`config.mk`:
```
export PLATFORM = sky130hd
export DESIGN_NAME = spi_irq_collector
export DESIGN_NICKNAME = d
export VERILOG_FILES = /design/src/rtl/spi_irq_collector.sv
export SDC_FILE = /design/constraint.sdc
export NUM_CORES = 1
export LEC_CHECK = 0
export BUFFER_PORTS_ARGS = -buffer_cell sky130_fd_sc_hd__buf_2
export CAP_MARGIN = 20
export CORE_MARGIN = 8
export CORE_UTILIZATION = 56
export CTS_CLUSTER_DIAMETER = 150
export CTS_CLUSTER_SIZE = 30
export DETAILED_ROUTE_END_ITERATION = 10
export PLACE_DENSITY_LB_ADDON = 0.1
export RECOVER_POWER = 25
export SLEW_MARGIN = 15
export SYNTH_ARGS = -nofsm -noshare
export SYNTH_HDL_FRONTEND = slang
export SYNTH_SLANG_ARGS = --single-unit
```
`constraint.sdc`:
```
create_clock -name clk -period 3.99 [get_ports clk]
set_clock_uncertainty 0.2 [all_clocks]
set_input_delay 0.1995 -clock clk [delete_from_list [all_inputs] [get_ports clk]]
set_output_delay 0.1995 -clock clk [all_outputs]
set_load 0.05 [all_outputs]
```
`src/rtl/spi_irq_collector.sv`:
```
module spi_irq_collector #(
  parameter int ADDR_W = 8,
  parameter logic [ADDR_W-1:0] GIE_ADDR  = 'h1C,
  parameter logic [ADDR_W-1:0] STAT_ADDR = 'h20,
  parameter logic [ADDR_W-1:0] IEN_ADDR  = 'h28
) (
  input  logic              clk,
  input  logic              rst_n,
  input  logic              soft_rst,
  input  logic              wr_en,
  input  logic              rd_en,
  input  logic [ADDR_W-1:0] addr,
  input  logic [31:0]       wdata,
  output logic [31:0]       rdata,
  input  logic [4:0]        ev_pulse,
  input  logic              lvl_rx_nempty,
  input  logic              lvl_rx_full,
  output logic              irq_o
);
  logic [31:0] gie_q, stat_q, ien_q, stat_d;
  logic        irq_q;

  wire access   = wr_en | rd_en;
  wire hit_gie  = (addr == GIE_ADDR);
  wire hit_stat = (addr == STAT_ADDR);
  wire hit_ien  = (addr == IEN_ADDR);

  always_comb begin
    stat_d = stat_q;
    if (wr_en && hit_stat) stat_d = stat_q ^ wdata;
    stat_d[6:2] = stat_d[6:2] | ev_pulse;
    if (access) begin
      stat_d[8] = stat_d[8] | lvl_rx_nempty;
      stat_d[4] = stat_d[4] | lvl_rx_full;
    end
  end

  always_ff @(posedge clk or negedge rst_n) begin
    if (!rst_n) begin
      gie_q  <= '0;
      stat_q <= '0;
      ien_q  <= '0;
      irq_q  <= 1'b0;
    end else if (soft_rst) begin
      gie_q  <= '0;
      stat_q <= '0;
      ien_q  <= '0;
      irq_q  <= 1'b0;
    end else begin
      stat_q <= stat_d;
      if (wr_en && hit_gie) gie_q <= wdata;
      if (wr_en && hit_ien) ien_q <= wdata;
      irq_q <= gie_q[31] && ((stat_q & ien_q) != '0);
    end
  end

  assign rdata = hit_gie  ? gie_q  :
                 hit_stat ? stat_q :
                 hit_ien  ? ien_q  : '0;
  assign irq_o = irq_q;

  p_soft_clear_r1: assert property (@(posedge clk) disable iff (!rst_n)
    soft_rst |=> (gie_q == '0 && stat_q == '0 && ien_q == '0 && !irq_o));

  p_event_sets_r4: assert property (@(posedge clk) disable iff (!rst_n)
    (!soft_rst && ev_pulse[1]) |=> stat_q[3]);

  p_event_wins_r5: assert property (@(posedge clk) disable iff (!rst_n)
    (!soft_rst && wr_en && hit_stat && wdata[5] && ev_pulse[3]) |=> stat_q[5]);

  p_level_access_r6: assert property (@(posedge clk) disable iff (!rst_n)
    (!soft_rst && access && lvl_rx_nempty) |=> stat_q[8]);

  p_no_pending_r7: assert property (@(posedge clk) disable iff (!rst_n)
    ((stat_q & ien_q) == '0) |=> !irq_o);

  p_gie_off_r8: assert property (@(posedge clk) disable iff (!rst_n)
    !gie_q[31] |=> !irq_o);

  p_status_hold_r10: assert property (@(posedge clk) disable iff (!rst_n)
    (!soft_rst && !access && ev_pulse == '0) |=> $stable(stat_q));
endmodule

```
# [Yosys cells after proc, flatten, opt, wreduce, memory -nomap -nowiden]
# Cells that the tools add are included.
[totals] regBits=97 output_inout_bits=33
[classes] muxes=12 n_reduce_logical=8 n_eq_ne=3 n_bitwise=6
[op_table] cell="$mux 32" count=9
[op_table] cell="$and 32x32->32" count=1
[op_table] cell="$reduce_bool 32->1" count=1
[op_table] cell="$xor 32x32->32" count=1
[op_table] cell="$eq 8x6->1 const B" count=2
[op_table] cell="$eq 8x5->1 const B" count=1
[op_table] cell="$reduce_bool 2->1" count=3
[op_table] cell="$or 5x5->5" count=1
[op_table] cell="$logic_and 1x1->1" count=4
[op_table] cell="$mux 1" count=3
[op_table] cell="$or 1x1->1" count=3

# [Depth between registers and ports, before layout]
[logic_depth] word_depth=7 mapped_depth=6 depth_no_buf=4

# [Worst setup path before layout]
# No wires, ideal clock.
[synth_path] path_kind="input-to-output" from="in addr[3]" to="out rdata[10]" arrival_ns=2.193 setup_slack_ns=1.397 path_stages=4 t_required_ns=3.591 path_cell_list="clkbuf_1 -> clkbuf_1 -> mux2i_1 -> o21ai_0"
[synth_via] elab_chain_cells=4
[synth_lines] element="from (decl)" line_no="12" rtl="input logic [ADDR_W-1:0] addr,"
[synth_lines] element="$eq 8x6->1" line_no="26" rtl="wire hit_ien = (addr == IEN_ADDR);"
[synth_lines] element="$mux 32" line_no="59" rtl="hit_ien ? ien_q : '0;"
[synth_lines] element="$mux 32" line_no="58" rtl="hit_stat ? stat_q :"
[synth_lines] element="$mux 32 *" line_no="57" rtl="assign rdata = hit_gie ? gie_q :"
[synth_lines] element="to (decl)" line_no="14" rtl="output logic [31:0] rdata,"
# Mark *: on every way between the ends. The rest lies on a longest branch, timed or not.

# [Worst setup path in the final report]
[layout_path] from="in addr[1]" to="out rdata[11]"
# The elaborated chain is that of the path after synthesis.

==> impl_metrics.json <==
{
  "status": "complete, but fails checks",
  "violations": "max-capacitance violations, max-slew violations",
  "cts_tree": "done",
  "cp_slowest_stage_delay_ns": 0.74,
  "ff2ff_path_depth": 4,
  "postSynthAreaPerCell_sq_um": 10.7,
  "setup_viol": 0,
  "pwr-share-comb_pct": 9.0,
  "worstSkewPairLatency_ns": 0.36,
  "vdd_drop_max_v": 0.000155,
  "powerDensity_nw_per_um2": 312,
  "critPathCaptureType": "output pin",
  "antenna_cells": 0,
  "die-area_sq_um": 11500,
  "start_kind": "input pin",
  "die_h_um": 107,
  "grt_start_max_net_pins": 70,
  "ys_ff_latch": 97,
  "root_buffer": "clkbuf_8",
  "via_per_inst": 6.17,
  "reg2reg_to": "irq_o",
  "relSlewSlack_pct": -13.9,
  "p_int_uw": 1360,
  "drive_gt1_share_pct": 21.2,
  "gp_congestion": 0.850,
  "cts_resized": 0,
  "hold_viol": 0,
  "arrival_ns": 2.60,
  "cp_slowest_cell": "nor4_4",
  "nNetsFinal": 600,
  "grt_pass1_wl_um": 22100,
  "reg2reg_slack_ns": 2.24,
  "netSwitchingPower_uw": 442,
  "gr-total-overflow": 0,
  "area_growth_pct": 24.2,
  "path_common_cell": "buf_2",
  "ys_seq_area_share_pct": 52.1,
  "hold_end": "stat_q[13]",
  "setup_tns_ns": 0,
  "htreeDepth": 3,
  "leakage_uw": 0.00277,
  "ioPinCount": 85,
  "drt_first_pass_iters": 4,
  "numCtsBuffers": 9,
  "drv_slew": 70,
  "tightest_slew_ns": 1.71,
  "clock_sinks": 97,
  "syn_inst": 437,
  "synth_nets": 489,
  "initial_utilization_pct": 57.3,
  "period_minus_slack_ns": 3.00,
  "wl_per_cell_um": 20.5,
  "crit_chain": "buf_2, nor4_4, and3_1, buf_4, nand2_1, o21ai_0, buf_2",
  "ys_types": 26,
  "min_delay_path_depth": 5,
  "hpwl_um": 8510,
  "cap_violations": 1,
  "r2r-start": "stat_q[14]",
  "antenna_left": 0,
  "antenna_found_initial": 0,
  "holdCritStartpoint": "addr[6]",
  "num_rows": 33,
  "hold_class": "input pin to register",
  "syn-cell-area_sq_um": 4660,
  "crit_fanout": 17,
  "timing.fmax_mhz": 334,
  "io_buffers": 84,
  "core_sq_um": 8130,
  "p_total_uw": 1800,
  "grt.total_usage_pct": 24.2,
  "crit_type": "input pin to output pin",
  "die_x_um": 107,
  "worstPathRequired_ns": 3.59,
  "drc": 0,
  "clk_pin_slew_ns": 0.09,
  "clockPowerShare_pct": 35.9,
  "wl_um": 13500,
  "rsz0062_at_grt": "false",
  "drtIter0Drc": 250,
  "clockBufferDepth": 2,
  "swShare_pct": 24.5,
  "grt_pass1_vias": 4241,
  "vias": 4060,
  "yosysWarnings": 0,
  "seq_power_share_pct": 55.1,
  "period_share_pct": 75.1
}
==> cell usage in the layout (no fill, tap or decap), drive strengths merged, types with 28 or more instances in the layout <==
cell         count
xor2            32
a22o            61
buf             93
nor2            28
o21ai           36
nand2           35
nand4           37
mux2i           33
dfrtp           97
dlygate4sd3     41
==> cell usage after synthesis <==
cell type,number,area share [%]
inv_1,5,0.40
nor2_1,28,2.3
buf_2,9,0.97
nor3b_1,1,0.16
nor2b_1,2,0.27
a22o_1,61,11
mux2i_1,33,7.1
nand3_1,1,0.11
xor2_1,32,6.0
nor3_1,1,0.11
a21oi_1,7,0.75
and3b_1,1,0.19
a22oi_1,16,2.6
nor4_4,1,0.46
o21ai_0,28,3.0
nand4_1,37,5.0
nor3b_2,2,0.54
a31oi_1,1,0.13
nand2_1,35,2.8
and4_1,1,0.19
nor4_1,1,0.13
dfrtp_1,97,52
o21ai_1,8,0.86
and3_1,1,0.13
nand3b_1,1,0.16
clkbuf_1,27,2.2
==> layer usage <==
metal | global-route usage [%] | up-vias | share of wire, %
met5 | 0 | - | 0
met4 | 9.05 | 0 | 1.8
met3 | 5.04 | 20 | 6.9
met2 | 36.8 | 170 | 47
met1 | 33.3 | 2044 | 45
li1 | - | 1826 | -
==> cells by family (layout without fill, tap and decap cells) <==
logic type,after synthesis,count (layout),share of synthesized area (%)
and+or+nand+nor,113,113,12.5
buffers and inverters,41,157,3.54
muxes,33,33,7.09
xor gates and xnor gates,32,32,6.01
AOI/OAI and AO/OA,121,121,18.8
DFF,97,97,52.1
==> through the flow <==
stage	instances	utilization (%)	setup slack [ns]	hold WS, ns	instance area (sq um)
2_1_floorplan	437	-	1.40	-0.296	4660
3_3_place_gp	601	63.6	1.10	0.169	5180
3_5_place_dp	601	63.6	1.04	0.156	5180
4_1_cts	658	71.2	1.04	0.104	5790
5_1_grt	658	71.1	0.854	0.128	5790
6_report	658	71.1	0.993	0.109	5790
==> power groups by stage <==
stage / clock [uW] / combinational [uW] / sequential (uW)
6_report: 648 / 162 / 993
5_1_grt: 709 / 175 / 994
4_1_cts: 660 / 161 / 993
3_5_place_dp: 0 / 130 / 1010
3_3_place_gp: 0 / 129 / 1010
2_1_floorplan: 0 / 50.0 / 1010
==> sequential cells by signal, summed over array words and instances, names as in the netlist <==
signal / count
gie_q: 32
ien_q: 32
stat_q: 32
irq_o: 1
==> layout make-up <==
type                       count  area (sq um)
inverter                       5          18.8
fill                         602          2350
multi-input combinational    299          2090
timing repair buffer         136           912
tap                          105           131
clock inverter                 6          66.3
sequential                    97          2430
clock buffer                  10           138
==> worst max-delay path by stage <==
stage,slack (ns),end,from,depth (start not counted)
final,0.99,rdata[11],addr[1],7
after global routing,0.85,rdata[20],addr[1],7
after CTS,1.04,rdata[21],addr[1],7
after detailed placement,1.04,rdata[21],addr[1],7
after global placement,1.10,rdata[14],addr[1],7
after floorplan,1.40,rdata[10],addr[3],4
==> worst max-delay path: cells and delay by family <==
family          cells  cell delay, ns
buf+inv             3            0.76
simple gates        3            1.55
compound gates      1            0.07
==> repair_timing <==
item                                    in CTS  in global routing
endpoints found under the hold margin      138                  0
setup buffers                                0                  0
endpoints found under the setup margin       0                  0
hold buffers                                41                  0
Note: power is estimated with default switching activity, not from simulation.
